$ cat src/rtl/shf_pkg.sv
package shf_pkg;

    localparam int DATA_W_DEF = 16;
    localparam int AMT_W_DEF  = 4;

    // encoding is {sign_fill, direction}
    typedef enum logic [1:0] {
        SHF_LEFT = 2'b00,
        SHF_RLOG = 2'b01,
        SHF_RARI = 2'b11
    } shf_mode_e;

endpackage

$ cat src/rtl/shf_decode.sv
module shf_decode
    import shf_pkg::*;
#(
    parameter int AMT_W = AMT_W_DEF,
    localparam int CTL_W = AMT_W + 2
) (
    input  logic [CTL_W-1:0] ctl,
    output logic [AMT_W-1:0] amt,
    output shf_mode_e        mode
);
    localparam int DIR_POS  = AMT_W;
    localparam int FILL_POS = AMT_W + 1;

    always_comb begin
        amt = ctl[AMT_W-1:0];
        if (!ctl[DIR_POS]) begin
            // sign fill is meaningless toward the high end
            mode = SHF_LEFT;
        end else if (ctl[FILL_POS]) begin
            mode = SHF_RARI;
        end else begin
            mode = SHF_RLOG;
        end
    end
endmodule

$ cat src/rtl/shf_core.sv
module shf_core
    import shf_pkg::*;
#(
    parameter int DATA_W = DATA_W_DEF,
    parameter int AMT_W  = AMT_W_DEF
) (
    input  logic [DATA_W-1:0] din,
    input  logic [AMT_W-1:0]  amt,
    input  shf_mode_e         mode,
    output logic [DATA_W-1:0] dout
);
    logic              go_left;
    logic              fill_bit;
    logic [DATA_W-1:0] din_rev;
    logic [DATA_W-1:0] pre;
    logic [DATA_W-1:0] stg [AMT_W+1];
    logic [DATA_W-1:0] post_rev;

    assign go_left  = (mode == SHF_LEFT);
    assign fill_bit = (mode == SHF_RARI) & din[DATA_W-1];

    // a left shift is a right shift of the mirrored word
    for (genvar b = 0; b < DATA_W; b++) begin : g_mirror
        assign din_rev[b]  = din[DATA_W-1-b];
        assign post_rev[b] = stg[AMT_W][DATA_W-1-b];
    end

    assign pre    = go_left ? din_rev : din;
    assign stg[0] = pre;

    for (genvar s = 0; s < AMT_W; s++) begin : g_stage
        localparam int STEP = 1 << s;
        assign stg[s+1] = amt[s]
            ? {{STEP{fill_bit}}, stg[s][DATA_W-1:STEP]}
            : stg[s];
    end

    assign dout = go_left ? post_rev : stg[AMT_W];
endmodule

$ cat src/rtl/shf_unit.sv
module shf_unit
    import shf_pkg::*;
#(
    parameter int DATA_W  = DATA_W_DEF,
    parameter int AMT_W   = AMT_W_DEF,
    parameter bit OUT_REG = 1'b1,
    localparam int CTL_W  = AMT_W + 2
) (
    input  logic              clk,
    input  logic              rst_n,
    input  logic              op_vld,
    input  logic [DATA_W-1:0] operand,
    input  logic [CTL_W-1:0]  ctl_bits,
    output logic [DATA_W-1:0] shf_res,
    output logic              shf_vld,
    output logic              cc_upd
);
    typedef struct packed {
        logic [DATA_W-1:0] res;
        logic              vld;
        logic              cc;
    } out_s;

    logic [AMT_W-1:0]  amt;
    shf_mode_e         mode;
    logic [DATA_W-1:0] shifted;
    out_s              out_d;
    out_s              out_q;

    shf_decode #(.AMT_W(AMT_W)) dec_i (
        .ctl  (ctl_bits),
        .amt  (amt),
        .mode (mode)
    );

    shf_core #(.DATA_W(DATA_W), .AMT_W(AMT_W)) core_i (
        .din  (operand),
        .amt  (amt),
        .mode (mode),
        .dout (shifted)
    );

    always_comb begin
        out_d     = out_q;
        out_d.vld = 1'b0;
        out_d.cc  = 1'b0;
        if (op_vld) begin
            out_d.res = shifted;
            out_d.vld = 1'b1;
            out_d.cc  = 1'b1;
        end
    end

    always_ff @(posedge clk or negedge rst_n) begin
        if (!rst_n) begin
            out_q <= '0;
        end else begin
            out_q <= out_d;
        end
    end

    if (OUT_REG) begin : g_reg_out
        assign shf_res = out_q.res;
        assign shf_vld = out_q.vld;
        assign cc_upd  = out_q.cc;
    end else begin : g_comb_out
        assign shf_res = out_d.res;
        assign shf_vld = out_d.vld;
        assign cc_upd  = out_d.cc;
    end
endmodule

$ cat config.mk
export PLATFORM = sky130hd
export DESIGN_NAME = shf_unit
export DESIGN_NICKNAME = d
export VERILOG_FILES = /design/src/rtl/shf_pkg.sv /design/src/rtl/shf_decode.sv /design/src/rtl/shf_core.sv /design/src/rtl/shf_unit.sv
export SDC_FILE = /design/constraint.sdc
export NUM_CORES = 1
export LEC_CHECK = 0
export ABC_AREA = 1
export BUFFER_PORTS_ARGS = -buffer_cell sky130_fd_sc_hd__clkbuf_2
export CORE_UTILIZATION = 55
export CTS_BUF_LIST = sky130_fd_sc_hd__clkbuf_16
export DETAILED_ROUTE_END_ITERATION = 12
export PLACE_DENSITY = 0.81
export SYNTH_ARGS = -nofsm -noshare
export SYNTH_HDL_FRONTEND = slang
export SYNTH_SLANG_ARGS = --single-unit
export TNS_END_PERCENT = 50
$ cat constraint.sdc
create_clock -name clk -period 1 [get_ports clk]
set_input_delay 0.15 -clock clk [delete_from_list [all_inputs] [get_ports clk]]
set_output_delay 0.15 -clock clk [all_outputs]
set_load 0.01 [all_outputs]
==> results of run 1 <==
==> routing by layer <==
layer | overflow | GRT usage (%)
met2 | 30 | 97.30
met5 | 0 | 4.762
met3 | 0 | 57.58
met4 | 20 | 85.38
met1 | 0 | 79.76
==> what timing repair did <==
| item | in CTS |
|---|---|
| pin swaps | 16 |
| endpoints found under the setup margin | 16 |
| endpoints found under the hold margin | 17 |
| hold buffers | 1 |
| resized for setup | 33 |
| gates cloned | 1 |
| buffers inserted | 3 |
==> through the flow <==
stage                     setup TNS [ps]  cells  util [%]  setup WS, ps
after floorplan                    -1661    284         -        -112.2
after detailed placement           -6507    363     69.76        -445.3
after global placement             -5792    363     69.76        -384.5
after CTS                         -147.2    372     78.95        -26.87
==> cell families after synthesis <==
family | Yosys count | synth area share, %
AND/OR/NAND/NOR | 238 | 66.37
flip-flops | 17 | 23.19
buffers and inverters | 29 | 10.44
==> metrics.md, run 1 <==
| Metric | Value |
|---|---|
| Status | did not finish |
| Stopped at | global routing |
| Run Error | [ERROR GRT-0232] Routing congestion too high. Check the congestion heatmap in the GUI. |
| Yosys cell types | 14 |
| CTS Buf Count | 3 |
| Clk root buf | clkbuf_16 |
| GRT Residual Overflow | 50 |
| Post-synth EDFFs | 0 |
| Post-synth top flop | dfrtp_1 |
| Synth area leaders | nand3_1, dfrtp_1, nand2_1 |
| Mean post-synth cell area | between 6 and 7 µm² |
| Total GRT Usage | 78.75% |
| Hpwl dp | 3.591 mm |
| Synth top area share | 34.65% |
| Die extent in y | 59.75 µm |
| Cell taking the most area after synthesis | nand3_1 |
| Die width | 59.75 µm |
| Initial Util | a little under 60% |
| Sequential share of the synthesized area | 23.19% |
| H-Tree Depth | 1 |
| Num rows | 20 |
| Commonest cells post-synth | nand3_1, nand2_1, nand3_2 |
| Largest net degree at the start of global routing | 18 |
| Worst ep type | register data pin |
| Cells after Synth | approximately 280 |
| GPL Wtd Cong | roughly 0.85 |
| IO Count | 43 |
| Synthesis Warnings | 0 |
| TritonCTS Sinks | 17 |
| Syn_nets | between 300 and 400 |
| Placement Cell Area | about 2200 µm² |
| Post-Syn Area | 1834 µm² |
| PortBufs | 42 |
| GR repair worst EP | shf_res[12]$_DFFE_PN0P_/D |
| Top-count cell post-synth | nand3_1 |
| FF+latch count, synth | 17 |
| Clock Path Buffers | 2 |
| Ys async rst share | 100.0% |
==> run 2, diff against run 1 <==
--- a/config.mk
+++ b/config.mk
@@ -7,10 +7,9 @@
 export LEC_CHECK = 0
 export ABC_AREA = 1
 export BUFFER_PORTS_ARGS = -buffer_cell sky130_fd_sc_hd__clkbuf_2
-export CORE_UTILIZATION = 55
-export CTS_BUF_LIST = sky130_fd_sc_hd__clkbuf_16
+export CORE_UTILIZATION = 40
 export DETAILED_ROUTE_END_ITERATION = 12
-export PLACE_DENSITY = 0.81
+export PLACE_DENSITY_LB_ADDON = 0.15
 export SYNTH_ARGS = -nofsm -noshare
 export SYNTH_HDL_FRONTEND = slang
 export SYNTH_SLANG_ARGS = --single-unit
==> run 2 against run 1 <==
The flow now finishes, with violations (setup timing); synthesized cell count unchanged; area after synthesis unchanged.
==> metrics.md, run 2 <==
| Metric | Value |
|---|---|
| Post-synth EDFFs | 0 |
| Core area | 4384 µm² |
| Clock Pin Slew Worst Setup and Hold Paths | approximately 70 ps |
| Post-route setup slack | -78.14 ps |
| CTS Buf Count | 3 |
| Post-route cell area | approximately 2800 µm² |
| ANT nets after route | 0 |
| Hpwl dp | between 3 and 4 mm |
| CP Launch Point | ctl_bits[4] |
| CP Data Required Time | roughly 1200 ps |
| Mux contribution to synthesized area | 0% |
| TritonCTS Sinks | 17 |
| Total GRT Usage | ~22% |
| Cell taking the most area after synthesis | nand3_1 |
| RR Startpoint | shf_res[13] |
| DR vias/cell | 5.729 |
| Initial Util | 41.84% |
| Worst Hold Slack | between 200 and 250 ps |
| Synth area leaders | nand3_1, dfrtp_1, nand2_1 |
| Cells after Synth | between 200 and 300 |
| Initial antenna violation count | 0 |
| Status | finished, violations left |
| Top delay family on crit path | simple AND/OR/NAND/NOR gates |
| FF+latch count, synth | 17 |
| Cell Chain, Critical Path | clkbuf_16 -> buf_12 -> nand2_2 -> nand3_2 -> nand3_2 -> nand3_1 -> nand3_2 -> nand3_2 -> nand3_2 -> nand2_2 |
| Post-synthesis compound-gate area fraction | 0% |
| GPL Wtd Cong | approximately 0.9 |
| Worst-Margin Slew | between 400 and 500 ps |
| CP Class | primary input to register |
| Ant diodes | 0 |
| Post-Synth Adder-Cell Area | 0% |
| Slew Limit Headroom | 71.84% |
| Mean post-synth cell area | around 6.5 µm² |
| Clk root buf | clkbuf_8 |
| Die extent in y | 69.72 µm |
| Worst stage delay on the critical path | between 150 and 200 ps |
| Final Hold Violating Endpoints | 0 |
| Final number of max-transition violations | 0 |
| Setup violations, final | 16 |
| GRT Residual Overflow | 0 |
| Setup TNS | -526.4 ps |
| Clock skew | 0 ps |
| Initial DRT Pass Iterations | 4 |
| Most frequent cells in the layout | nand3_2, nand3_1, nand2_1, clkbuf_2, nand2_2 |
| Post-synth top flop | dfrtp_1 |
| Commonest cells post-synth | nand3_1, nand2_1, nand3_2 |
| Syn_nets | around 300 |
| RSZ-0062 raised after global routing | true |
| Main combinational cell family by area after synthesis | simple AND/OR/NAND/NOR gates |
| Critical path startpoint category | primary input |
| PortBufs | 42 |
| CP max-delay cell | buf_12 |
| Num rows | 24 |
| Die width | 69.72 µm |
| Yosys cell types | 14 |
| Final Critical Period | approximately 1100 ps |
| Vias | 2,177 |
| Clock Path Buffers | 2 |
| Leakage | 1.386 nW |
| Area of the die | between 4000 and 5000 µm² |
| Ys async rst share | 100.0% |
| Crit path top cell by count | nand3_2 |
| IO Count | 43 |
| Failing checks | setup timing |
| Final core utilization | ~65% |
| Routed wire per std cell | about 15 µm |
| Top-count cell post-synth | nand3_1 |
| Worst EP arrival | between 1000 and 1500 ps |
| F_max | a little over 0.9 GHz |
| Detailed-route DRC error count | 0 |
| CP endpoint kind | register |
| WL final | about 5.8 mm |
| Min-delay worst type | primary input to register |
| Layout cell share with drive strength beyond 1 | 56.71% |
| Max VDD drop | ~0.6 mV |
| Period Utilization, post-route | 107.8% |
| H-Tree Depth | 1 |
| Vias in the first global route | roughly 2,000 |
| CP bufs+invs | 2 |
| Largest net degree at the start of global routing | 18 |
| Worst skew pair latency | roughly 250 ps |
| CTS tree | built |
| Synth top area share | 34.65% |
| Total power | between 2 and 3 mW |
| Synthesis Warnings | 0 |
| Placement Cell Area | 2195 µm² |
| Area Overhead vs Synth | 54.50% |
| First-pass GRT wire length | 8.949 mm |
| # fillers | around 380 |
| Hold Crit Start | op_vld |
| Nets@finish | 354 |
| Xor/xnor cell area share of the yosys netlist | 0% |
| Post-Syn Area | roughly 1800 µm² |
| Max reg flops | 16 |
| Max Cap Viol | 0 |
| Power per standard cell area | a little over 900 nW/µm² |
| Simple-gate portion of the synthesized area | 66.37% |
| Detailed Route Iter0 Violations | 157 |
| Sequential share of the synthesized area | between 20 and 25% |
| Crit-path max FO | 7 |
| Most common cell after layout, fill and taps aside | nand3_2 |
[run 2: cell counts after synthesis]
Identical to the previous run, type by type.
[run 2: cell type report]
class                           instances  area [µm²]  share of cell area (%)
Timing Repair inverter                  1       3.754                  0.1325
Timing Repair Buffer                   61       486.7                   17.17
Sequential cell                        17       425.4                   15.01
Inverter                                7       55.05                   1.943
Multi-Input combinational cell        238        1753                   61.85
Clock buffer                            4       45.04                   1.589
Tap cell                               52       65.06                   2.296
[run 2: path summary, 6_finish.rpt]
| path | cells after the start | slack, ps | endpoint |
|---|---|---|---|
| hold reg to reg | 2 | 480 | shf_res[8] |
| hold / removal | 2 | 250 | cc_upd |
| max in group asynchronous | 2 | 350 | shf_res[9] |
| setup reg to reg | 2 | 360 | shf_res[13] |
| setup / recovery | 10 | -80 | shf_res[4] |
| min in group asynchronous | 2 | 360 | shf_res[2] |
[run 2: cell families (layout without fill, tap and decap cells)]
kind of cell           count (synthesis)  count (layout)
buffers and inverters                 29              73
DFF                                   17              17
and+or+nand+nor                      238             238
[run 2: routing by layer]
| metal | part of all wire (%) | track usage [%] | vias to the layer above |
|---|---|---|---|
| met2 | 50 | 35.60 | 59 |
| met3 | 3.5 | 3.052 | 10 |
| met1 | 45 | 31.58 | 1037 |
| li1 | - | - | 1071 |
| met4 | 1.7 | 6.000 | 0 |
| met5 | 0 | 0 | - |
[run 2: per-stage QoR]
stage,instances,worst slack [ps]
floorplan,284,-112.2
global placement,372,-399.9
detailed placement,372,-422.5
CTS,379,-39.87
global route,380,-159.6
finish,380,-78.14
[run 2: worst register-to-register path, cell delays in order, from the launching register on]
cell and delay (ps):
dfrtp_1 400, nand2_1 90, nand2_1 50
[run 2: power breakdown]
part / switching, mW / internal, mW
sequential: 0.0465 / 0.773
combinational: 0.764 / 0.499
clock: 0.241 / 0.283
[run 2: what timing repair did]
| item | 4_1_cts | 5_1_grt |
|---|---|---|
| hold buffers | 1 | 0 |
| pin swaps | 8 | 23 |
| gates cloned | 2 | 0 |
| endpoints found under the setup margin | 16 | 16 |
| setup buffers | 0 | 1 |
| endpoints found under the hold margin | 17 | 0 |
| resized for setup | 30 | 82 |
(Power assumes the default switching activity.)
==> run 3, diff against run 2 <==
--- a/config.mk
+++ b/config.mk
@@ -7,6 +7,7 @@
 export LEC_CHECK = 0
 export ABC_AREA = 1
 export BUFFER_PORTS_ARGS = -buffer_cell sky130_fd_sc_hd__clkbuf_2
+export CORE_ASPECT_RATIO = 0.8
 export CORE_UTILIZATION = 40
 export DETAILED_ROUTE_END_ITERATION = 12
 export PLACE_DENSITY_LB_ADDON = 0.15
==> run 3 against run 2 <==
The run still ends with setup timing left; worst hold slack got worse by 2.7 ps; sequential share of layout area decreased by 0.34 points; count of clock-buffer cells in the layout unchanged; sequential power about the same; register-to-register slack improved by 20 ps; total power increased by 1.5%; non-clock buffer count increased by 4; first-iteration DRC count increased by 21%; critical path depth unchanged; largest power group unchanged; combinational power increased by 4%; flip-flop and latch count unchanged.
==> metrics.md, run 3 (synthesized netlist as in run 2, its figures left out) <==
| Metric | Value |
|---|---|
| Status | finished, violations left |
| Failing checks | setup timing |
| GPL Wtd Cong | ~0.88 |
| Vias | around 2,300 |
| # fillers | around 340 |
| Most frequent cells in the layout | nand3_2, nand3_1, nand2_1, clkbuf_2, nand2_2 |
| Most common cell after layout, fill and taps aside | nand3_2 |
| Ant diodes | 0 |
| Hpwl dp | 3.943 mm |
| Initial antenna violation count | 0 |
| RSZ-0062 raised after global routing | true |
| Core area | between 4000 and 5000 µm² |
| Worst Hold Depth | 2 |
| Final Critical Period | about 1100 ps |
| Setup TNS | -819.0 ps |
| Hold endpoint | cc_upd |
| Clock power frac | between 10% and 20% |
| Post-route setup slack | -97.85 ps |
| Worst skew pair latency | approximately 250 ps |
| Critical path startpoint category | primary input |
| Max Cap Viol | 0 |
| Max reg flops | 16 |
| Hold Crit Start | op_vld |
| Leakage | 1.424 nW |
| Sequential power share | a little under a third |
| Largest net degree at the start of global routing | 18 |
| Gate power share | just under 50% |
| Die extent in y | about 63 µm |
| Cell Chain, Critical Path | clkbuf_16 -> clkbuf_16 -> nand2_2 -> nand3_2 -> nand3_1 -> nand3_1 -> nand3_2 -> nand3_1 -> nand3_1 -> nand2_1 |
| Detailed Route Iter0 Violations | 190 |
| Final number of max-transition violations | 0 |
| F_max | approximately 0.91 GHz |
| Final Hold Violating Endpoints | 0 |
| Final core utilization | approximately two thirds |
| Layout cell share with drive strength beyond 1 | about three fifths |
| Area of the multi-input gates | 1782 µm² |
| Area Overhead vs Synth | 58.12% |
| Total power | 2.645 mW |
| CP Class | primary input to register |
| Vias in the first global route | between 2,000 and 2,500 |
| Worst stage delay on the critical path | about 170 ps |
| PortBufs | 42 |
| CP endpoint kind | register |
| Worst slack, placed | -428.7 ps |
| Crit-path max FO | 7 |
| H-Tree Depth | 1 |
| Initial DRT Pass Iterations | 4 |
| CTS tree | built |
| Num rows | 21 |
| Max VDD drop | roughly 0.65 mV |
| Nets@finish | 358 |
| Initial Util | between 40 and 50% |
| Area of the die | just under 5000 µm² |
| Detailed-route DRC error count | 0 |
| Cell Int Power | 1.571 mW |
| WL final | roughly 6.3 mm |
| Worst-Margin Slew | 428.0 ps |
| Clock Pin Slew Worst Setup and Hold Paths | 70 ps |
| Clock skew | 0 ps |
| ANT nets after route | 0 |
| DR vias/cell | 5.835 |
| First-pass GRT wire length | about 9 mm |
| Die width | between 70 and 80 µm |
| Total GRT Usage | between 20% and 30% |
| TritonCTS Sinks | 17 |
| Net Sw Frac | approximately two fifths |
| Clock Path Buffers | 2 |
| IO Count | 43 |
| Worst EP arrival | ~1200 ps |
| Routed wire per std cell | 16.09 µm |
| Slew Limit Headroom | 71.47% |
| R2r worst-path depth | 2 |
| RR Startpoint | shf_res[12] |
| RR Endpoint | shf_res[12] |
| Clk root buf | clkbuf_8 |
| R2R Setup Slk | between 300 and 400 ps |
| CP Data Required Time | approximately 1200 ps |
| CP max-delay cell | clkbuf_16 |
| Power per standard cell area | 912.1 nW/µm² |
| Psw | ~1.1 mW |
| Crit path top cell by count | nand3_1 |
| CTS Buf Count | 3 |
| Min-delay worst type | primary input to register |
| Reg area | 425.4 µm² |
| Setup violations, final | 16 |
| Period Utilization, post-route | 109.8% |
| GRT Residual Overflow | 0 |
==> run 3: cell types whose count changed in the layout (fill, tap and decap cells not counted), sizes merged <==
cell | before | now
clkinvlp | 1 | 0
inv | 6 | 7
buf | 18 | 22
==> run 3: metal layers <==
layer / up-vias / track usage (%) / wire length, µm
met5: - / 0 / 0
met4: 0 / 3.538 / 103
met3: 14 / 3.796 / 329
met2: 103 / 37.50 / 3048
met1: 1075 / 32.79 / 2777
li1: 1078 / - / -
==> run 3: power by group through the flow <==
stage | clock [mW] | sequential, mW | combinational (mW)
finish | 0.518 | 0.816 | 1.31
global route | 0.554 | 0.828 | 1.41
CTS | 0.521 | 0.817 | 1.08
detailed placement | 0 | 0.830 | 0.983
global placement | 0 | 0.827 | 0.976
floorplan | 0 | 0.869 | 0.622
==> run 3: worst max path at each step <==
stage / from / end / slack, ps / cells past startpoint
6_report: ctl_bits[4] / shf_res[12] / -100 / 10
5_1_grt: ctl_bits[4] / shf_res[3] / -170 / 10
4_1_cts: ctl_bits[4] / shf_res[15] / -10 / 10
3_5_place_dp: ctl_bits[4] / shf_res[9] / -430 / 10
3_3_place_gp: ctl_bits[0] / shf_res[6] / -420 / 9
2_1_floorplan: ctl_bits[4] / shf_res[12] / -110 / 13
==> run 3: worst max-delay path: cells and delay by family <==
kind	cells	cell delay [ps]
simple gates	8	760
buf+inv	2	330
==> run 3: timing repair <==
| action | in CTS | in global routing |
|---|---|---|
| endpoints found under the hold margin | 17 | 0 |
| resized for setup | 41 | 82 |
| setup endpoints to repair | 16 | 16 |
| setup buffers | 1 | 0 |
| hold buffers | 1 | 0 |
| pin swaps | 5 | 32 |
| gates cloned | 1 | 1 |
==> run 3: cell type report <==
| class | count | share of cell area [%] |
|---|---|---|
| Timing Repair Buffer | 65 | 17.77 |
| Tap cell | 57 | 2.459 |
| Inverter | 7 | 1.898 |
| Sequential cell | 17 | 14.67 |
| Clock buffer | 4 | 1.553 |
| Timing Repair inverter | 1 | 0.2157 |
| Multi-Input combinational cell | 238 | 61.43 |
==> run 3: stage by stage <==
step                      hold slack (ps)  cell area [µm²]  std cells
after global routing                255.0             2900        389
after CTS                           231.5             2486        388
after detailed placement            106.5             2231        381
after global placement              108.2             2231        381
final                               246.3             2900        389
after floorplan                    -145.6             1894        284
